--- src/rtl/sio_cfg_pkg.sv ---
// Package: shared constants of the configuration port.
// Assumes byte-wide registers and an 8-bit register index.
package sio_cfg_pkg;
    localparam int          KEY_LEN   = 4;
    // Unlock key, element 0 is written first.
    localparam logic [KEY_LEN-1:0][7:0] KEY_BYTES = {8'h55, 8'h55, 8'h01, 8'h87};

    localparam logic [7:0] REG_CTRL   = 8'h02;
    localparam logic [7:0] REG_SEL    = 8'h07;
    localparam logic [7:0] BANK_FIRST = 8'h30;
    localparam logic [7:0] REG_ACT    = 8'h30;
    localparam logic [7:0] REG_B0_HI  = 8'h60;
    localparam logic [7:0] REG_B0_LO  = 8'h61;
    localparam logic [7:0] REG_B1_HI  = 8'h62;
    localparam logic [7:0] REG_B1_LO  = 8'h63;
    localparam logic [7:0] REG_IRQ    = 8'h70;
    localparam logic [7:0] CTRL_CLOSE = 8'h02;
    localparam logic [7:0] NO_DEV     = 8'hFF;
endpackage

--- src/rtl/sio_key_unlock.sv ---
// Module: key matcher and access-mode flag.
// Follows index-port bytes while access is closed and opens access after
// the full key. A mismatching byte restarts matching, and a mismatch equal
// to the first key byte counts as a new first byte. Closes on exit_req.
module sio_key_unlock
    import sio_cfg_pkg::*;
(
    input  logic       clk,
    input  logic       rst_n,
    input  logic       idx_wr,
    input  logic [7:0] idx_byte,
    input  logic       exit_req,
    output logic       cfg_mode
);
    localparam int STEP_W = $clog2(KEY_LEN);

    logic [STEP_W-1:0] step_q;
    logic              open_q;

    // Purpose: advance, restart or complete the key match; track open state.
    always_ff @(posedge clk) begin
        if (!rst_n) begin
            step_q <= '0;
            open_q <= 1'b0;
        end else if (open_q) begin
            if (exit_req) begin
                open_q <= 1'b0;
                step_q <= '0;
            end
        end else if (idx_wr) begin
            if (idx_byte == KEY_BYTES[step_q]) begin
                if (step_q == STEP_W'(KEY_LEN - 1)) begin
                    open_q <= 1'b1;
                    step_q <= '0;
                end else begin
                    step_q <= step_q + 1'b1;
                end
            end else if (idx_byte == KEY_BYTES[0]) begin
                step_q <= STEP_W'(1);
            end else begin
                step_q <= '0;
            end
        end
    end

    assign cfg_mode = open_q;
endmodule

--- src/rtl/sio_dev_bank.sv ---
// Module: register bank of one logical device.
// Holds the activate flag, two 16-bit base addresses and an IRQ number.
// Assumes wr_en is already qualified with open access and bank select.
module sio_dev_bank
    import sio_cfg_pkg::*;
(
    input  logic        clk,
    input  logic        rst_n,
    input  logic        wr_en,
    input  logic [7:0]  reg_off,
    input  logic [7:0]  wdata,
    output logic        act,
    output logic [15:0] base0,
    output logic [15:0] base1,
    output logic [3:0]  irq,
    output logic [7:0]  rd_byte
);
    // Purpose: store banked register writes.
    always_ff @(posedge clk) begin
        if (!rst_n) begin
            act   <= 1'b0;
            base0 <= '0;
            base1 <= '0;
            irq   <= '0;
        end else if (wr_en) begin
            case (reg_off)
                REG_ACT:   act         <= wdata[0];
                REG_B0_HI: base0[15:8] <= wdata;
                REG_B0_LO: base0[7:0]  <= wdata;
                REG_B1_HI: base1[15:8] <= wdata;
                REG_B1_LO: base1[7:0]  <= wdata;
                REG_IRQ:   irq         <= wdata[3:0];
                default:   ;
            endcase
        end
    end

    // Purpose: present the addressed banked register for a read.
    always_comb begin
        case (reg_off)
            REG_ACT:   rd_byte = {7'd0, act};
            REG_B0_HI: rd_byte = base0[15:8];
            REG_B0_LO: rd_byte = base0[7:0];
            REG_B1_HI: rd_byte = base1[15:8];
            REG_B1_LO: rd_byte = base1[7:0];
            REG_IRQ:   rd_byte = {4'd0, irq};
            default:   rd_byte = 8'h00;
        endcase
    end
endmodule

--- src/rtl/sio_cfg_port.sv ---
// Module: index/data configuration port of a multi-function I/O chip.
// Decodes the two port addresses and keeps the index and device-select
// registers. Routes banked accesses to the bank whose device number
// matches and builds the read byte. Assumes one-cycle bus strobes.
module sio_cfg_port
    import sio_cfg_pkg::*;
#(
    parameter int                ADDR_W   = 16,
    parameter logic [ADDR_W-1:0] IDX_ADDR = 16'h002E,
    parameter int                NDEV     = 7,
    parameter logic [NDEV-1:0][7:0] DEV_NUM = {8'd10, 8'd7, 8'd6, 8'd5, 8'd4, 8'd1, 8'd0}
) (
    input  logic                   clk,
    input  logic                   rst_n,
    input  logic                   bus_wr,
    input  logic                   bus_rd,
    input  logic [ADDR_W-1:0]      bus_addr,
    input  logic [7:0]             bus_wdata,
    output logic [7:0]             bus_rdata,
    output logic [NDEV-1:0]        dev_en,
    output logic [NDEV-1:0][15:0]  dev_base0,
    output logic [NDEV-1:0][15:0]  dev_base1,
    output logic [NDEV-1:0][3:0]   dev_irq
);
    localparam logic [ADDR_W-1:0] DATA_ADDR = ADDR_W'(IDX_ADDR + 1'b1);

    logic            cfg_mode;
    logic [7:0]      idx_q;
    logic [7:0]      sel_q;
    logic            at_idx, at_data;
    logic            idx_wr, cfg_wr, exit_req, banked;
    logic [NDEV-1:0] hit;
    logic [7:0]      bank_rd [NDEV];
    logic [7:0]      bank_byte;
    logic [7:0]      data_byte;

    assign at_idx   = (bus_addr == IDX_ADDR);
    assign at_data  = (bus_addr == DATA_ADDR);
    assign idx_wr   = bus_wr && at_idx;
    assign cfg_wr   = bus_wr && at_data && cfg_mode;
    assign exit_req = cfg_wr && (idx_q == REG_CTRL) && (bus_wdata == CTRL_CLOSE);
    assign banked   = (idx_q >= BANK_FIRST);

    sio_key_unlock u_key (
        .clk      (clk),
        .rst_n    (rst_n),
        .idx_wr   (idx_wr && !cfg_mode),
        .idx_byte (bus_wdata),
        .exit_req (exit_req),
        .cfg_mode (cfg_mode)
    );

    // Purpose: hold the register index and the global device select.
    always_ff @(posedge clk) begin
        if (!rst_n) begin
            idx_q <= '0;
            sel_q <= '0;
        end else begin
            if (idx_wr && cfg_mode)
                idx_q <= bus_wdata;
            if (cfg_wr && idx_q == REG_SEL)
                sel_q <= bus_wdata;
        end
    end

    for (genvar i = 0; i < NDEV; i++) begin : g_dev
        assign hit[i] = (sel_q == DEV_NUM[i]);
        sio_dev_bank u_bank (
            .clk     (clk),
            .rst_n   (rst_n),
            .wr_en   (cfg_wr && banked && hit[i]),
            .reg_off (idx_q),
            .wdata   (bus_wdata),
            .act     (dev_en[i]),
            .base0   (dev_base0[i]),
            .base1   (dev_base1[i]),
            .irq     (dev_irq[i]),
            .rd_byte (bank_rd[i])
        );
    end

    // Purpose: merge the read byte of the selected bank.
    always_comb begin
        bank_byte = 8'h00;
        for (int i = 0; i < NDEV; i++)
            if (hit[i])
                bank_byte = bank_byte | bank_rd[i];
    end

    // Purpose: form the data-port read value from mode, index and select.
    always_comb begin
        if (!cfg_mode)
            data_byte = NO_DEV;
        else if (!banked)
            data_byte = (idx_q == REG_SEL) ? sel_q : 8'h00;
        else if (|hit)
            data_byte = bank_byte;
        else
            data_byte = NO_DEV;
    end

    // Purpose: drive the bus read data for the addressed port.
    always_comb begin
        if (bus_rd && at_idx)
            bus_rdata = cfg_mode ? idx_q : NO_DEV;
        else if (bus_rd && at_data)
            bus_rdata = data_byte;
        else
            bus_rdata = 8'h00;
    end
endmodule

--- config.mk ---
export PLATFORM = sky130hd
export DESIGN_NAME = sio_cfg_port
export DESIGN_NICKNAME = d
export VERILOG_FILES = /design/src/rtl/sio_cfg_pkg.sv /design/src/rtl/sio_key_unlock.sv /design/src/rtl/sio_dev_bank.sv /design/src/rtl/sio_cfg_port.sv
export SDC_FILE = /design/constraint.sdc
export NUM_CORES = 1
export LEC_CHECK = 0
export CELL_PAD_IN_SITES_DETAIL_PLACEMENT = 0
export CELL_PAD_IN_SITES_GLOBAL_PLACEMENT = 1
export CORE_ASPECT_RATIO = 1.5
export CORE_MARGIN = 2
export CORE_UTILIZATION = 38
export CTS_CLUSTER_SIZE = 8
export DETAILED_ROUTE_END_ITERATION = 12
export PLACE_DENSITY_LB_ADDON = 0.1
export SKIP_LAST_GASP = 1
export SLEW_MARGIN = 10
export SYNTH_ARGS = -nofsm -noshare
export SYNTH_HDL_FRONTEND = slang
export SYNTH_SLANG_ARGS = --single-unit
--- constraint.sdc ---
create_clock -name clk -period 4.1 [get_ports clk]
set_clock_uncertainty 0.2 [all_clocks]
set_input_delay 0.615 -clock clk [delete_from_list [all_inputs] [get_ports clk]]
set_output_delay 0.615 -clock clk [all_outputs]
set_load 0.02 [all_outputs]
==> results.md <==
- The number of cells after detailed placement is 2357.
- Counting flops with a built-in enable in the synthesized netlist gives 0.
- Derived from the worst setup path, the maximum achievable clock frequency is 0.246 GHz.
- The number of vias in the routed layout is approximately 13000.
- The violation count after the first detailed-route iteration is 1050.
- No sink is reached through more buffers than the 3 on the longest clock path.
- The per-instance average area after synthesis is 8.32 sq um.
- The power spent charging and discharging nets is 1.30 mW.
- The count of endpoints failing hold in the final timing report was 0.
- In this run, CTS created clock tree buffers numbering 40.
- The finished cells cover 18600 sq um.
- The internal portion of the total power is 4.58 mW.
- The clock-pin slew of the registers on the worst-case setup and hold paths is roughly 0.050 ns.
- Headroom to the max-slew limit came out at 0.237.
- Sorting the synthesized cells by area gives the leading types as dfxtp_1, nand2_1, a21boi_0, mux2i_1, a22oi_1.
- Of the synthesized area, sequential elements account for 0.414.
- The CTS tree is yes.
- Setup repair after global routing could not meet its margin everywhere.
- The quantity of I/O buffers inserted on ports is 294.
- The final critical path time including I/O delays and setup is 4.07 ns.
- During synthesis, Yosys emitted a total of 0 warnings.
- The number of standard cells in the layout, taps in and fillers out is between 2000 and 2500.
- The region available for standard cell placement spans ~35000 sq um.
- The peak fanout along the critical path is 10.
- Of the post-synthesis cell area, the dominant cell type holds 0.414.
- Synthesis produced a netlist with a net count of 1645.
- The width of the die is 158 um.
- At the end of the flow, the number of nets in the layout was 1967.
- The final cell utilization of the core is 0.530.
- The synthesis-to-layout area growth is 38.2%.
- The proportion of total power due to net switching is 0.221.
- The share of total power dissipated in sequential elements is 0.460.
- The flip-flop and latch area is roughly 5600 sq um.
- The area of the die is 36900 sq um.
- During I/O placement, the number of pins put on the boundary was a little under 300.
- The post-synthesis cell type count is 64.
- The worst endpoint data arrival time is 3.26 ns.
- Across the run, the number of max-cap violations was 0.
- For the worst setup path, the data required time is 3.28 ns.
- The clock network latency to the later pin of the worst-skew pair is approximately 0.53 ns.
- The number of antenna cells inserted is 0.
- The completed layout was analyzed and its total power is 5.88 mW.
- The maximum vdd ir drop is 0.240 mV.
- The element type at the critical path end is a primary output.
- Power spread over the standard cell area amounts to 317 nW/um^2.
- Leaving out fill and tap cells, the most frequent cells in the layout are nand2_1, clkdlybuf4s50_1, dfxtp_1.
- The number of antenna violations at the first check in global routing was 0.
- The via count of the first global-routing pass was 13000.
- The remaining global-route overflow is 0.
- In this run the worst hold path is classified as flip-flop to flip-flop.
- The synthesized design contains 278 register bits.
- At the end of routability-driven placement, the weighted congestion stood at a little over 0.9.
- The global routing usage summed across all routing layers is 0.312.
- The pre-antenna-repair detailed-routing pass consisted of 5 iterations.
- The part of the power in the clock network is 0.509.
- Once placement finished, the instance area stood at between 15000 and 20000 sq um.
- The effective utilization at floorplan is 0.384.
- Counting the fill cells in the layout gives 3314.
- The die is 234 um tall.
- The wire-length estimate of the detail-placed layout is approximately 41 mm.
- After synthesis the cells add up to approximately 13000 sq um.
- The total routed wirelength is 58.7 mm.
- dfxtp_1 takes more of the synthesized area than any other cell.
- The global-route wire length before repair is 85.5 mm.
- The critical path is of the flip-flop to primary output type.
- The async set-reset flop share out of synthesis is 0.
- After detailed routing, the number of vias per cell comes to 5.56.
- In the final layout, the multi-input gates occupy 7410 sq um.
- After floorplanning, the core was divided into 84 placement rows.
- Counting every instance in the synthesized netlist gives approximately 1600.
- The cell chosen for the clock root is clkbuf_16.
- Clock tree synthesis found a total of 278 sinks.
- Entering global routing, the biggest net connects 122 pins.
- The share of the cycle needed by the critical path after routing is 0.993.
- The analysis attributes to cell leakage a power of 6.13 nW.
- The most common library cell in the layout ignoring fill and taps is nand2_1.
- The H-tree depth is 2.
- The proportion of power drawn by combinational gates is 0.031.
- The slew at the pin closest to its max-slew limit is around 1.1 ns.
- The number of antenna-violating nets in the routed design is 0.
- The flow ran to the end, and the final reports show no timing, DRC or antenna violations.
- The worst setup path is launched from a flip-flop.
- The count of unresolved DRC violations after routing is 0.
- The ratio of cells with drive above 1 in the final layout is 0.137.
- The count of final max-slew check failures is 0.
- The final-report setup violation count is 0.
- Hold repair after CTS inserted 0 buffers.
- The most used flip-flop cell after synthesis is dfxtp_1.
- The average wire per standard cell is 24.4 um.
==> sequential cells by signal, summed over array words and instances (netlist names) <==
| signal | count |
|---|---|
| g_dev.u_bank.act | 7 |
| g_dev.u_bank.base0 | 112 |
| g_dev.u_bank.base1 | 112 |
| g_dev.u_bank.irq | 28 |
| idx_q | 8 |
| sel_q | 8 |
| u_key.cfg_mode | 1 |
| u_key.step_q | 2 |
==> stage by stage <==
step	TNS, ns	hold WS (ns)	setup WS, ns
floorplan	0	0.271	0.475
global placement	-1.79	0.251	-0.235
detailed placement	-1.99	0.265	-0.279
CTS	0	0.272	0.00516
global route	-0.0201	0.290	-0.0201
finish	0	0.270	0.0293
==> synth_stat cells, drive strengths merged (3+ instances only) <==
| library cell | count |
|---|---|
| a21boi | 237 |
| a21oi | 25 |
| a221oi | 8 |
| a222oi | 19 |
| a22oi | 49 |
| a31oi | 3 |
| and2 | 9 |
| buf | 53 |
| clkbuf | 76 |
| dfxtp | 278 |
| ha | 3 |
| inv | 3 |
| mux2 | 7 |
| mux2i | 63 |
| mux4 | 10 |
| nand2 | 541 |
| nand2b | 3 |
| nand3 | 23 |
| nand4 | 4 |
| nand4b | 5 |
| nor2 | 29 |
| nor2b | 43 |
| nor3 | 29 |
| nor3b | 3 |
| nor4 | 10 |
| o21ai | 35 |
| o22ai | 11 |
| or3 | 3 |
| or4 | 6 |
| or4b | 3 |
==> path summary, 6_finish.rpt <==
kind,from,to,slack [ns],depth (start not counted)
worst max register to register,idx_q[2]$_SDFFE_PN0P_,g_dev[6].u_bank.base1[10]$_SDFFE_PN0P_,0.66,8
worst min-delay path,g_dev[3].u_bank.base1[13]$_SDFFE_PN0P_,g_dev[3].u_bank.base1[13]$_SDFFE_PN0P_,0.27,2
worst max-delay path,idx_q[5]$_SDFFE_PN0P_,bus_rdata[1],0.03,11
worst min register to register,g_dev[3].u_bank.base1[13]$_SDFFE_PN0P_,g_dev[3].u_bank.base1[13]$_SDFFE_PN0P_,0.27,2
==> cell families after synthesis <==
group                      after synthesis  share of synthesized area
and+or+nand+nor                        721                      0.246
AOI/OAI and AO/OA                      399                      0.221
DFF                                    278                      0.414
buffers and inverters                  132                     0.0452
muxes                                   80                     0.0696
adders and majority gates                3                    0.00279
xor gates and xnor gates                 1                   0.000652
==> layout make-up <==
cell class / count / area share
Clock buffer: 43 / 0.0574
Clock inverter: 1 / 0.000876
Inverter: 3 / 0.000607
Multi-Input combinational cell: 1204 / 0.399
Sequential cell: 278 / 0.300
Tap cell: 473 / 0.0319
Timing Repair Buffer: 409 / 0.210
==> power by group through the flow <==
stage | clock [mW] | combinational [mW] | sequential (mW)
after floorplan | 0 | 0.103 | 2.76
after CTS | 3.03 | 0.180 | 2.71
final | 2.99 | 0.182 | 2.71
after detailed placement | 0 | 0.179 | 2.76
after global routing | 3.14 | 0.188 | 2.70
after global placement | 0 | 0.179 | 2.76
==> worst max-delay path, stage by stage (launching register included) <==
cell,delay (ns)
dfxtp_2,0.32
or4b_4,0.23
buf_6,0.14
nor3b_4,0.07
buf_12,0.13
buf_12,0.13
a222oi_1,0.53
a21oi_1,0.18
or4_4,0.58
nor2_4,0.19
o21ai_2,0.09
buf_6,0.14
==> what timing repair did <==
item,CTS,global route
endpoints found under the setup margin,8,6
pin swaps,12,12
hold endpoints to repair,0,0
cloned,0,0
setup buffers,6,4
resized for setup,58,24
==> per-layer routing <==
metal	up-vias	GRT usage	part of all wire
li1	6196	-	-
met1	6506	0.378	0.39
met2	582	0.543	0.50
met3	123	0.0468	0.065
met4	0	0.140	0.047
met5	-	0	0
Power figures use the tool's default switching activity.
